`src/rtl/tde_pkg.sv`:
```
package tde_pkg;

   // width of a counter that must hold values 0 .. n-1
   function automatic int unsigned cnt_w(input int unsigned n);
      return (n <= 2) ? 1 : $clog2(n);
   endfunction

   // per-phase strobes driven by the phase generator
   typedef struct packed {
      logic main_en;   // edge closing this cycle is the main instant
      logic shad_en;   // edge closing this cycle is the delayed instant
      logic cmp_en;    // edge closing this cycle resolves the comparison
   } tde_strobe_t;

   // comparator construction variants
   localparam int unsigned CMP_WORD    = 0;
   localparam int unsigned CMP_PER_BIT = 1;

endpackage

```
`src/rtl/tde_phase_gen.sv`:
```
module tde_phase_gen
   import tde_pkg::*;
#(
   parameter int unsigned DIV   = 8,
   parameter int unsigned DELAY = 3
) (
   input  logic        clk,
   input  logic        rst,
   output tde_strobe_t strobe_o
);

   localparam int unsigned PW = cnt_w(DIV);
   localparam logic [PW-1:0] PH_LAST = PW'(DIV - 1);
   localparam logic [PW-1:0] PH_SHAD = PW'(DELAY);
   localparam logic [PW-1:0] PH_CMP  = PW'(DELAY + 1);

   generate
      if (DIV < 3) begin : g_bad_div
         initial $fatal(1, "tde_phase_gen: DIV must be at least 3");
      end
      if ((DELAY < 1) || (DELAY + 2 > DIV)) begin : g_bad_delay
         initial $fatal(1, "tde_phase_gen: DELAY must lie in 1 .. DIV-2");
      end
   endgenerate

   logic [PW-1:0] ph_q;

   always_ff @(posedge clk) begin
      if (rst) begin
         ph_q <= '0;
      end else if (ph_q == PH_LAST) begin
         ph_q <= '0;
      end else begin
         ph_q <= ph_q + PW'(1);
      end
   end

   always_comb begin
      strobe_o.main_en = (ph_q == '0);
      strobe_o.shad_en = (ph_q == PH_SHAD);
      strobe_o.cmp_en  = (ph_q == PH_CMP);
   end

endmodule

```
`src/rtl/tde_shadow_cmp.sv`:
```
module tde_shadow_cmp
   import tde_pkg::*;
#(
   parameter int unsigned WIDTH     = 16,
   parameter int unsigned CMP_STYLE = CMP_PER_BIT
) (
   input  logic             clk,
   input  logic             rst,
   input  logic             shad_en,
   input  logic             hold,
   input  logic [WIDTH-1:0] d_i,
   input  logic [WIDTH-1:0] main_i,
   output logic [WIDTH-1:0] shad_o,
   output logic             mismatch_o
);

   generate
      if (WIDTH < 1) begin : g_bad_width
         initial $fatal(1, "tde_shadow_cmp: WIDTH must be at least 1");
      end
      if ((CMP_STYLE != CMP_WORD) && (CMP_STYLE != CMP_PER_BIT)) begin : g_bad_style
         initial $fatal(1, "tde_shadow_cmp: unknown CMP_STYLE");
      end
   endgenerate

   logic [WIDTH-1:0] shad_q;
   logic [WIDTH-1:0] diff;

   always_ff @(posedge clk) begin
      if (rst) begin
         shad_q <= '0;
      end else if (shad_en && !hold) begin
         shad_q <= d_i;
      end
   end

   generate
      if (CMP_STYLE == CMP_PER_BIT) begin : g_cmp_bits
         for (genvar i = 0; i < WIDTH; i++) begin : g_bit
            assign diff[i] = shad_q[i] ^ main_i[i];
         end
      end else begin : g_cmp_word
         assign diff = shad_q ^ main_i;
      end
   endgenerate

   assign mismatch_o = |diff;
   assign shad_o     = shad_q;

endmodule

```
`src/rtl/tde_out_ctrl.sv`:
```
module tde_out_ctrl #(
   parameter int unsigned WIDTH = 16
) (
   input  logic             clk,
   input  logic             rst,
   input  logic             main_en,
   input  logic             cmp_en,
   input  logic             mismatch_i,
   input  logic [WIDTH-1:0] d_i,
   input  logic [WIDTH-1:0] shad_i,
   output logic [WIDTH-1:0] q_o,
   output logic             err_o,
   output logic             stall_o
);

   logic [WIDTH-1:0] q_q;
   logic             err_q;
   logic             pend_q;
   logic             stall_q;
   logic             hit;

   // a mismatch only counts outside a stall period
   assign hit = cmp_en && mismatch_i && !stall_q;

   always_ff @(posedge clk) begin
      if (rst) begin
         q_q     <= '0;
         err_q   <= 1'b0;
         pend_q  <= 1'b0;
         stall_q <= 1'b0;
      end else begin
         if (hit) begin
            q_q <= shad_i;
         end else if (main_en && !pend_q) begin
            q_q <= d_i;
         end

         if (cmp_en) begin
            err_q <= hit;
         end

         if (hit) begin
            pend_q <= 1'b1;
         end else if (main_en) begin
            pend_q <= 1'b0;
         end

         if (main_en) begin
            stall_q <= pend_q;
         end
      end
   end

   assign q_o     = q_q;
   assign err_o   = err_q;
   assign stall_o = stall_q;

endmodule

```
`src/rtl/tde_detect_stage.sv`:
```
module tde_detect_stage
   import tde_pkg::*;
#(
   parameter int unsigned WIDTH     = 16,
   parameter int unsigned DIV       = 8,
   parameter int unsigned DELAY     = 3,
   parameter int unsigned CMP_STYLE = CMP_PER_BIT
) (
   input  logic             clk,
   input  logic             rst,
   input  logic [WIDTH-1:0] d_in,
   output logic [WIDTH-1:0] q_out,
   output logic             err_out,
   output logic             stall_out,
   output logic [WIDTH-1:0] replay_out,
   output logic             main_edge
);

   tde_strobe_t      strobe;
   logic             main_en_w;
   logic             cmp_en_w;
   logic             mismatch;
   logic [WIDTH-1:0] shad_w;
   logic [WIDTH-1:0] q_w;
   logic             stall_w;

   tde_phase_gen #(
      .DIV   (DIV),
      .DELAY (DELAY)
   ) u_phase (
      .clk      (clk),
      .rst      (rst),
      .strobe_o (strobe)
   );

   assign main_en_w = strobe.main_en;
   assign cmp_en_w  = strobe.cmp_en;

   tde_shadow_cmp #(
      .WIDTH     (WIDTH),
      .CMP_STYLE (CMP_STYLE)
   ) u_shadow (
      .clk        (clk),
      .rst        (rst),
      .shad_en    (strobe.shad_en),
      .hold       (stall_w),
      .d_i        (d_in),
      .main_i     (q_w),
      .shad_o     (shad_w),
      .mismatch_o (mismatch)
   );

   tde_out_ctrl #(
      .WIDTH (WIDTH)
   ) u_ctrl (
      .clk        (clk),
      .rst        (rst),
      .main_en    (main_en_w),
      .cmp_en     (cmp_en_w),
      .mismatch_i (mismatch),
      .d_i        (d_in),
      .shad_i     (shad_w),
      .q_o        (q_w),
      .err_o      (err_out),
      .stall_o    (stall_w)
   );

   assign q_out      = q_w;
   assign stall_out  = stall_w;
   assign replay_out = shad_w;
   assign main_edge  = main_en_w;

endmodule

```
`config.mk`:
```
export PLATFORM = sky130hd
export DESIGN_NAME = tde_detect_stage
export DESIGN_NICKNAME = d
export VERILOG_FILES = /design/src/rtl/tde_pkg.sv /design/src/rtl/tde_phase_gen.sv /design/src/rtl/tde_shadow_cmp.sv /design/src/rtl/tde_out_ctrl.sv /design/src/rtl/tde_detect_stage.sv
export SDC_FILE = /design/constraint.sdc
export NUM_CORES = 1
export LEC_CHECK = 0
export BUFFER_PORTS_ARGS = -buffer_cell sky130_fd_sc_hd__clkbuf_2
export CAP_MARGIN = 30
export CELL_PAD_IN_SITES_DETAIL_PLACEMENT = 1
export CELL_PAD_IN_SITES_GLOBAL_PLACEMENT = 1
export CORE_ASPECT_RATIO = 1.75
export CORE_MARGIN = 8
export CORE_UTILIZATION = 40
export CTS_CLUSTER_DIAMETER = 50
export DETAILED_ROUTE_END_ITERATION = 7
export PLACE_DENSITY_LB_ADDON = 0.1
export REMOVE_ABC_BUFFERS = 1
export SLEW_MARGIN = 10
export SYNTH_ARGS = -nofsm -noshare
export SYNTH_HDL_FRONTEND = slang
export SYNTH_SLANG_ARGS = --single-unit
```
`constraint.sdc`:
```
create_clock -name clk -period 3.8 [get_ports clk]
set_clock_uncertainty 0.1 [all_clocks]
set_input_delay 0.38 -clock clk [delete_from_list [all_inputs] [get_ports clk]]
set_output_delay 0.38 -clock clk [all_outputs]
set_load 0.1 [all_outputs]
```
==> results.yml, run 1 <==
final_layout:
  n_antenna_cell: 0
  fillers: 538
  final_common_cell: "clkbuf_2"
  seqCellArea_um2: 761
  final_util_pct: 48.8
  drive_gt1_share_pct: 25.7
  multiInputGateArea_um2: 898
  final_area_mm2: 0.00211
  area_growth_pct: 20.4
  final_cell_mix: "52 x clkbuf_2, 38 x dfxtp_1, 36 x nand2_1, 34 x a21oi_1, 17 x mux2i_1"
  fin_nets: 263
routing:
  wl_per_cell_um: 19.1
  dr.pass1.iters: 4
  drt-vias-per-instance: 5.62
  drt-total-wl_um: 5580
  drt.antenna.violating_nets: 0
  num_vias: 1641
  drc: 0
  drt_iter0_drc: 35
clock_tree:
  clk_latency_ns: 0.29
  cts-buffers-inserted: 5
  path_clk_slew_ns: 0.07
  cts_resized: 0
  cts_tree: "done"
  hold_buffers: 0
  post_cts_buffers: 0
  clock-sinks: 38
  cts_root_buf: "clkbuf_8"
  cts_buffer_depth: 2
  cts_htree_levels: 2
setup_path:
  worstPathArrival_ns: 2.31
  startpoint_type: "flop"
  worstPathCellList: "inv_1 -> ha_1 -> nand2_1 -> or3_1 -> a21oi_1"
  cp-end-kind: "flop"
  crit_family: "simple AND/OR/NAND/NOR gates"
  crit_type: "flop to flop"
  slowest_delay_ns: 0.68
  cpMaxStageDelayCell: "or3_1"
  crit_fanout: 18
  critPathBufInv: 1
  cp.required_ns: 3.83
die:
  fp-row-count: 32
  fp.dieH_um: 104
  initial_core_util_pct: 40.5
  io_pins: 53
  dieArea_mm2: 0.00684
  core_mm2: 0.00432
  die_x_um: 66.0
status:
  status: "finished clean"
synth:
  netlist-cell-type-count: 22
  synthesis.area_mm2: 0.00175
  synthCells: 193
  ys_seq_area_share_pct: 43.4
  synth_top_area_share_pct: 43.4
  avgSynthCellArea_um2: 9.08
  synth_top_area_cell: "dfxtp_1"
  synth_area_leaders: "dfxtp_1 43%, a21oi_1 9.7%, mux2i_1 9.7%, o41ai_1 8.0%, xnor2_1 8.0%"
  ys_ff_latch: 38
  yosys_warnings: 0
global_route:
  grt-ovfl-total: 0
  grt_max_degree: 24
  track_usage_pct: 17.2
  antenna_found_initial: 0
  grt_pass1_vias: 1839
  grt_first_pass_wirelength_um: 9290
pwr:
  leakagePower_nw: 0.884
  peakVddDrop_mv: 0.332
  p_per_area_mw_per_mm2: 543
place:
  hpwl_um: 3910
  placed_area_mm2: 0.00203
  gp_congestion: 0.743
  port_buffers: 52
sta:
  hold_viol_final: 0
  worstMarginPinSlew_ns: 0.835
  post-route-period-util_pct: 60.0
  fin_tns_setup_ns: 0
  timing.hold.ws_ns: 0.227
  fin_crit_ns: 2.28
  finalSetupViolations: 0
  fmax_mhz: 439
  rsz0062_at_grt: "false"
  finalMaxSlewViolations: 0
  relSlewSlack_pct: 44.2
run:
  cap_violations: 0
worst_hold_path:
  min_path_type: "input port to flop"
-- tightest hold or removal path: cells and delay by family --
kind                   cells  cell delay, ns
AO/OA/AOI/OAI              1            0.05
buffers and inverters      1            0.09
AND/OR/NAND/NOR            1            0.05
-- registers in the layout (all words and copies together) (netlist names) --
name,flops
u_shadow.shad_o,16
u_ctrl.q_o,16
u_phase.ph_q,3
u_ctrl.err_o,1
u_ctrl.pend_q,1
u_ctrl.stall_o,1
-- per-stage QoR --
| step | power, mW | setup WS (ns) | instances |
|---|---|---|---|
| finish | 1.15 | 1.52 | 292 |
| detailed placement | 0.893 | 1.55 | 285 |
| floorplan | 0.798 | 1.05 | 179 |
| global route | 1.19 | 1.38 | 292 |
| CTS | 1.15 | 1.53 | 292 |
| global placement | 0.876 | 1.62 | 284 |
-- routing by layer --
metal | wire, um | global-route usage, %
met5 | 0 | 0
met4 | 71 | 5.53
met3 | 273 | 3.88
met2 | 3000 | 30.8
met1 | 2230 | 18.8
-- power breakdown --
group	total, mW	switching [mW]	internal, mW
Combinational	0.421	0.325	0.0960
Sequential	0.461	0.0312	0.430
Clock	0.264	0.137	0.126
-- final cells by class --
class | count | share of cell area, %
multi-input cells | 136 | 42.6
flip-flops and latches | 38 | 36.1
repair buffers | 55 | 13.8
clock buffers | 7 | 3.62
well taps | 51 | 3.03
inverters | 5 | 0.890
-- Yosys cell counts (all sizes together) --
cell type	count
nand4	4
buf	6
nor3	2
xnor2	16
clkbuf	8
or3	1
dfxtp	38
nor3b	1
ha	4
nor2	2
mux2i	17
nand2	36
o41ai	16
inv	5
nor4	1
nand2b	1
nor2b	1
a21oi	34
-- cell families after synthesis --
| group | Yosys count | share of synthesized area (%) |
|---|---|---|
| buffers and inverters | 19 | 5.29 |
| flip-flops | 38 | 43.4 |
| AND/OR/NAND/NOR | 49 | 13.0 |
| AO/OA/AOI/OAI | 50 | 17.7 |
| adder cells (fa/ha/maj) | 4 | 2.86 |
| XOR/XNOR | 16 | 8.00 |
| multiplexers | 17 | 9.71 |
-- worst paths after layout --
| kind | start | end | slack [ns] | cells past startpoint |
|---|---|---|---|---|
| setup reg to reg | u_phase.ph_q[0]$_SDFF_PP0_ | u_ctrl.q_o[9]$_SDFFE_PP0P_ | 1.52 | 5 |
| setup / recovery | u_phase.ph_q[0]$_SDFF_PP0_ | u_ctrl.q_o[9]$_SDFFE_PP0P_ | 1.52 | 5 |
| hold reg to reg | u_ctrl.err_o$_SDFFE_PP0N_ | u_ctrl.err_o$_SDFFE_PP0N_ | 0.36 | 2 |
| hold / removal | d_in[3] | u_shadow.shad_o[3]$_SDFFE_PP0P_ | 0.23 | 3 |
Power figures use the tool's default switching activity.
==> run 2, diff against run 1 <==
Settings changed: CORE_UTILIZATION 40 to 34.
Clock period 3.8 ns to 2 ns, I/O delays scaled along.
==> results.yml, run 2 (same netlist as run 1, synthesis figures left out) <==
status:
  status: "finished clean"
global_route:
  grt-ovfl-total: 0
  grt_pass1_vias: 1776
  grt_first_pass_wirelength_um: 9010
  antenna_found_initial: 0
  track_usage_pct: 14.2
  grt_max_degree: 23
routing:
  num_vias: 1598
  wl_per_cell_um: 17.9
  wl_met2_um: 2860
  drt_iter0_drc: 51
  drt-vias-per-instance: 5.27
  drt.antenna.violating_nets: 0
  dr_wl_met3_um: 304
  dr.pass1.iters: 4
  highest_layer: "met4"
  wl_met1_um: 2200
  drc: 0
  drt-total-wl_um: 5440
setup_path:
  cp.required_ns: 1.70
  worstPathArrival_ns: 1.51
  crit_type: "flop to primary output"
  crit_fanout: 4
  worstPathCellList: "inv_1 -> ha_1 -> nand2_1 -> inv_1 -> clkbuf_2"
  slowest_delay_ns: 0.45
  startpoint_type: "flop"
  cpMaxStageDelayCell: "clkbuf_2"
  cp-end-kind: "primary output"
  cpMostUsedCell: "inv_1"
pwr:
  peakVddDrop_mv: 0.459
  power.total_mw: 2.21
  p_per_area_mw_per_mm2: 1010
  p_switching_uw: 934
  p_seq_share_pct: 39.6
  clock_power_share_pct: 24.1
  swShare_pct: 42.3
  pwr-share-comb_pct: 36.3
  p_int_mw: 1.27
  leakagePower_nw: 0.929
clock_tree:
  clk_latency_ns: 0.29
  cts_tree: "done"
  clock-sinks: 38
  cts_resized: 0
  cts_htree_levels: 2
  cts_buffer_depth: 2
  cts-buffers-inserted: 5
  post_cts_buffers: 0
  hold_buffers: 0
  cts_root_buf: "clkbuf_8"
  path_clk_slew_ns: 0.07
final_layout:
  area_growth_pct: 24.5
  n_antenna_cell: 0
  fillers: 617
  final_area_mm2: 0.00218
  fin_nets: 272
  final_cell_mix: "51 x clkbuf_2, 38 x dfxtp_1, 36 x nand2_1, 34 x a21oi_1, 17 x mux2i_1"
  final_common_cell: "clkbuf_2"
  multiInputGateArea_um2: 898
  drive_gt1_share_pct: 28.9
  seqCellArea_um2: 761
  final_util_pct: 43.8
run:
  cap_violations: 0
die:
  dieArea_mm2: 0.00780
  io_pins: 53
  initial_core_util_pct: 35.2
  fp.dieH_um: 111
  fp-row-count: 34
  die_x_um: 70.3
  core_mm2: 0.00498
place:
  port_buffers: 52
  hpwl_um: 4070
  gp_congestion: 0.694
  placed_area_mm2: 0.00210
worst_hold_path:
  min_path_type: "input port to flop"
sta:
  finalSetupViolations: 0
  post-route-period-util_pct: 90.5
  hold_viol_final: 0
  finalMaxSlewViolations: 0
  relSlewSlack_pct: 63.3
  worstMarginPinSlew_ns: 0.553
  rsz0062_at_grt: "false"
  fin_crit_ns: 1.81
  fmax_mhz: 552
-- run 2: routing by layer --
metal / track usage (%) / vias up
met1: 14.9 / 760
met3: 4.03 / 5
li1: - / 793
met5: 0 / -
met4: 5.66 / 0
met2: 25.3 / 40
-- run 2: cell type report --
cell class,count,area share [%]
Clock buffer,6,3.79
Inverter,5,0.861
Multi-Input combinational cell,136,41.2
Sequential cell,38,34.9
Tap cell,54,3.10
Timing Repair Buffer,64,16.2
-- run 2: power groups by stage --
stage	Sequential [mW]	Clock, mW	Combinational (mW)
finish	0.875	0.531	0.801
global route	0.884	0.580	0.838
CTS	0.875	0.552	0.810
detailed placement	0.892	0	0.809
global placement	0.891	0	0.805
floorplan	1.26	0	0.256
-- run 2: final timing paths --
kind | startpoint | endpoint | slack (ns) | depth (start not counted)
min | d_in[13] | u_shadow.shad_o[13]$_SDFFE_PP0P_ | 0.04 | 3
max | u_phase.ph_q[0]$_SDFF_PP0_ | main_edge | 0.19 | 5
min reg2reg | u_phase.ph_q[0]$_SDFF_PP0_ | u_phase.ph_q[0]$_SDFF_PP0_ | 0.36 | 1
max reg2reg | u_shadow.shad_o[5]$_SDFFE_PP0P_ | u_ctrl.q_o[2]$_SDFFE_PP0P_ | 0.23 | 6
-- run 2: worst max-delay path: cells and delay by family, from the launching register on --
kind	cells	cell delay, ns
fa+ha+maj	1	0.17
buf+inv	3	0.59
flops	1	0.33
simple gates	1	0.14
-- run 2: per-stage QoR --
step / worst slack [ns] / TNS [ns] / std cells / hold WS, ns
final: 0.190 / 0 / 303 / 0.0369
after global routing: 0.0631 / 0 / 303 / 0.0452
after CTS: 0.162 / 0 / 303 / 0.0303
after detailed placement: 0.251 / 0 / 297 / 0.345
after floorplan: -0.754 / -15.62 / 179 / 0.169
after global placement: 0.301 / 0 / 297 / 0.342
==> run 3, diff against run 2 <==
Settings changed: CELL_PAD_IN_SITES_DETAIL_PLACEMENT 1 to default, CELL_PAD_IN_SITES_GLOBAL_PLACEMENT 1 to default, CORE_UTILIZATION 34 to 45, PLACE_DENSITY from default to 0.74, PLACE_DENSITY_LB_ADDON 0.1 to default.
==> results.yml, run 3 (same netlist as run 1, synthesis figures left out) <==
global_route:
  grt_pass1_vias: 1694
  track_usage_pct: 14.9
  grt-ovfl-total: 0
  grt_first_pass_wirelength_um: 7580
  grt_max_degree: 23
  antenna_found_initial: 0
routing:
  drt-total-wl_um: 4570
  dr.pass1.iters: 4
  drt.antenna.violating_nets: 0
  drt-vias-per-instance: 5.38
  drt_iter0_drc: 35
  num_vias: 1597
  wl_per_cell_um: 15.4
  drc: 0
final_layout:
  final_cell_mix: "51 x clkbuf_2, 38 x dfxtp_1, 36 x nand2_1, 34 x a21oi_1, 17 x mux2i_1"
  final_common_cell: "clkbuf_2"
  area_growth_pct: 23.7
  fin_nets: 270
  multiInputGateArea_um2: 898
  n_antenna_cell: 0
  post_layout_nonfiller_instances: 297
  seqCellArea_um2: 761
  drive_gt1_share_pct: 28.5
  fillers: 364
setup_path:
  crit_fanout: 4
  startpoint_type: "flop"
  worstPathArrival_ns: 1.49
  cp-end-kind: "primary output"
  cp.required_ns: 1.70
  crit_type: "flop to primary output"
die:
  dieArea_mm2: 0.00622
  io_pins: 53
  core_mm2: 0.00379
  fp.dieH_um: 98.5
  fp-row-count: 30
  initial_core_util_pct: 46.2
  die_x_um: 63.2
sta:
  post-route-period-util_pct: 89.6
  fin_ws_ns: 0.208
  finalMaxSlewViolations: 0
  hold_viol_final: 0
  worstMarginPinSlew_ns: 0.562
  finalSetupViolations: 0
  fin_crit_ns: 1.79
  rsz0062_at_grt: "false"
  relSlewSlack_pct: 62.7
  fmax_mhz: 558
place:
  gp_congestion: 0.769
  dpl.cell_count: 289
  dpl_worst_slack_ns: 0.227
  hpwl_um: 3370
  port_buffers: 52
worst_hold_path:
  min_path_type: "input port to flop"
clock_tree:
  cts_resized: 0
  cts_tree: "done"
  path_clk_slew_ns: 0.07
  clk_latency_ns: 0.29
  cts_htree_levels: 2
  cts_buffer_depth: 2
  cts-buffers-inserted: 5
  post_cts_buffers: 0
  clock-sinks: 38
  cts_root_buf: "clkbuf_8"
  hold_buffers: 0
pwr:
  leakagePower_nw: 0.924
  p_per_area_mw_per_mm2: 1020
  peakVddDrop_mv: 0.744
status:
  status: "finished clean"
run:
  cap_violations: 0
## run 3: cell count changes in the layout (fill, tap and decap cells not counted), sizes merged
cell and change:
clkinv +1, clkbuf +1, buf -2
## run 3: stage by stage
stage,power [mW],area (um^2),hold slack [ns],TNS (ns),utilization [%]
floorplan,1.52,1680,0.169,-15.62,-
global placement,1.68,2080,0.339,0,54.8
detailed placement,1.68,2080,0.347,0,54.8
CTS,2.22,2170,0.0337,0,57.2
global route,2.29,2170,0.0467,0,57.2
finish,2.20,2170,0.0370,0,57.2
## run 3: critical path, stage by stage, from the launching register on
cell and delay (ns):
dfxtp_1 0.33, inv_1 0.06, ha_1 0.16, nand2_1 0.13, inv_1 0.08, clkbuf_2 0.45
## run 3: cell type report
cell class                      instances  share of cell area, %
Clock buffer                            7                   3.98
Clock inverter                          1                  0.231
Inverter                                5                  0.866
Multi-Input combinational cell        136                   41.5
Sequential cell                        38                   35.1
Tap cell                               48                   2.77
Timing Repair Buffer                   62                   15.6
## run 3: path summary, 6_finish.rpt
path                                        start                               to  slack, ns  depth (start not counted)
hold / removal                            d_in[9]  u_shadow.shad_o[9]$_SDFFE_PP0P_       0.04                          3
hold reg to reg         u_ctrl.err_o$_SDFFE_PP0N_        u_ctrl.err_o$_SDFFE_PP0N_       0.37                          2
setup reg to reg  u_shadow.shad_o[2]$_SDFFE_PP0P_       u_ctrl.q_o[0]$_SDFFE_PP0P_       0.22                          6
setup / recovery       u_phase.ph_q[0]$_SDFF_PP0_                        main_edge       0.21                          5
## run 3: metal layers
layer | vias up | global-route usage (%) | wire (um)
met5 | - | 0 | 0
met1 | 758 | 13.6 | 1700
li1 | 790 | - | -
met2 | 43 | 27.8 | 2510
met4 | 0 | 8.66 | 98
met3 | 6 | 4.77 | 254
## run 3: report_power, final
group,switching (mW),total [mW],internal (mW)
clock network,0.264,0.542,0.278
logic,0.599,0.787,0.188
registers,0.0574,0.873,0.816
total,0.921,2.20,1.28
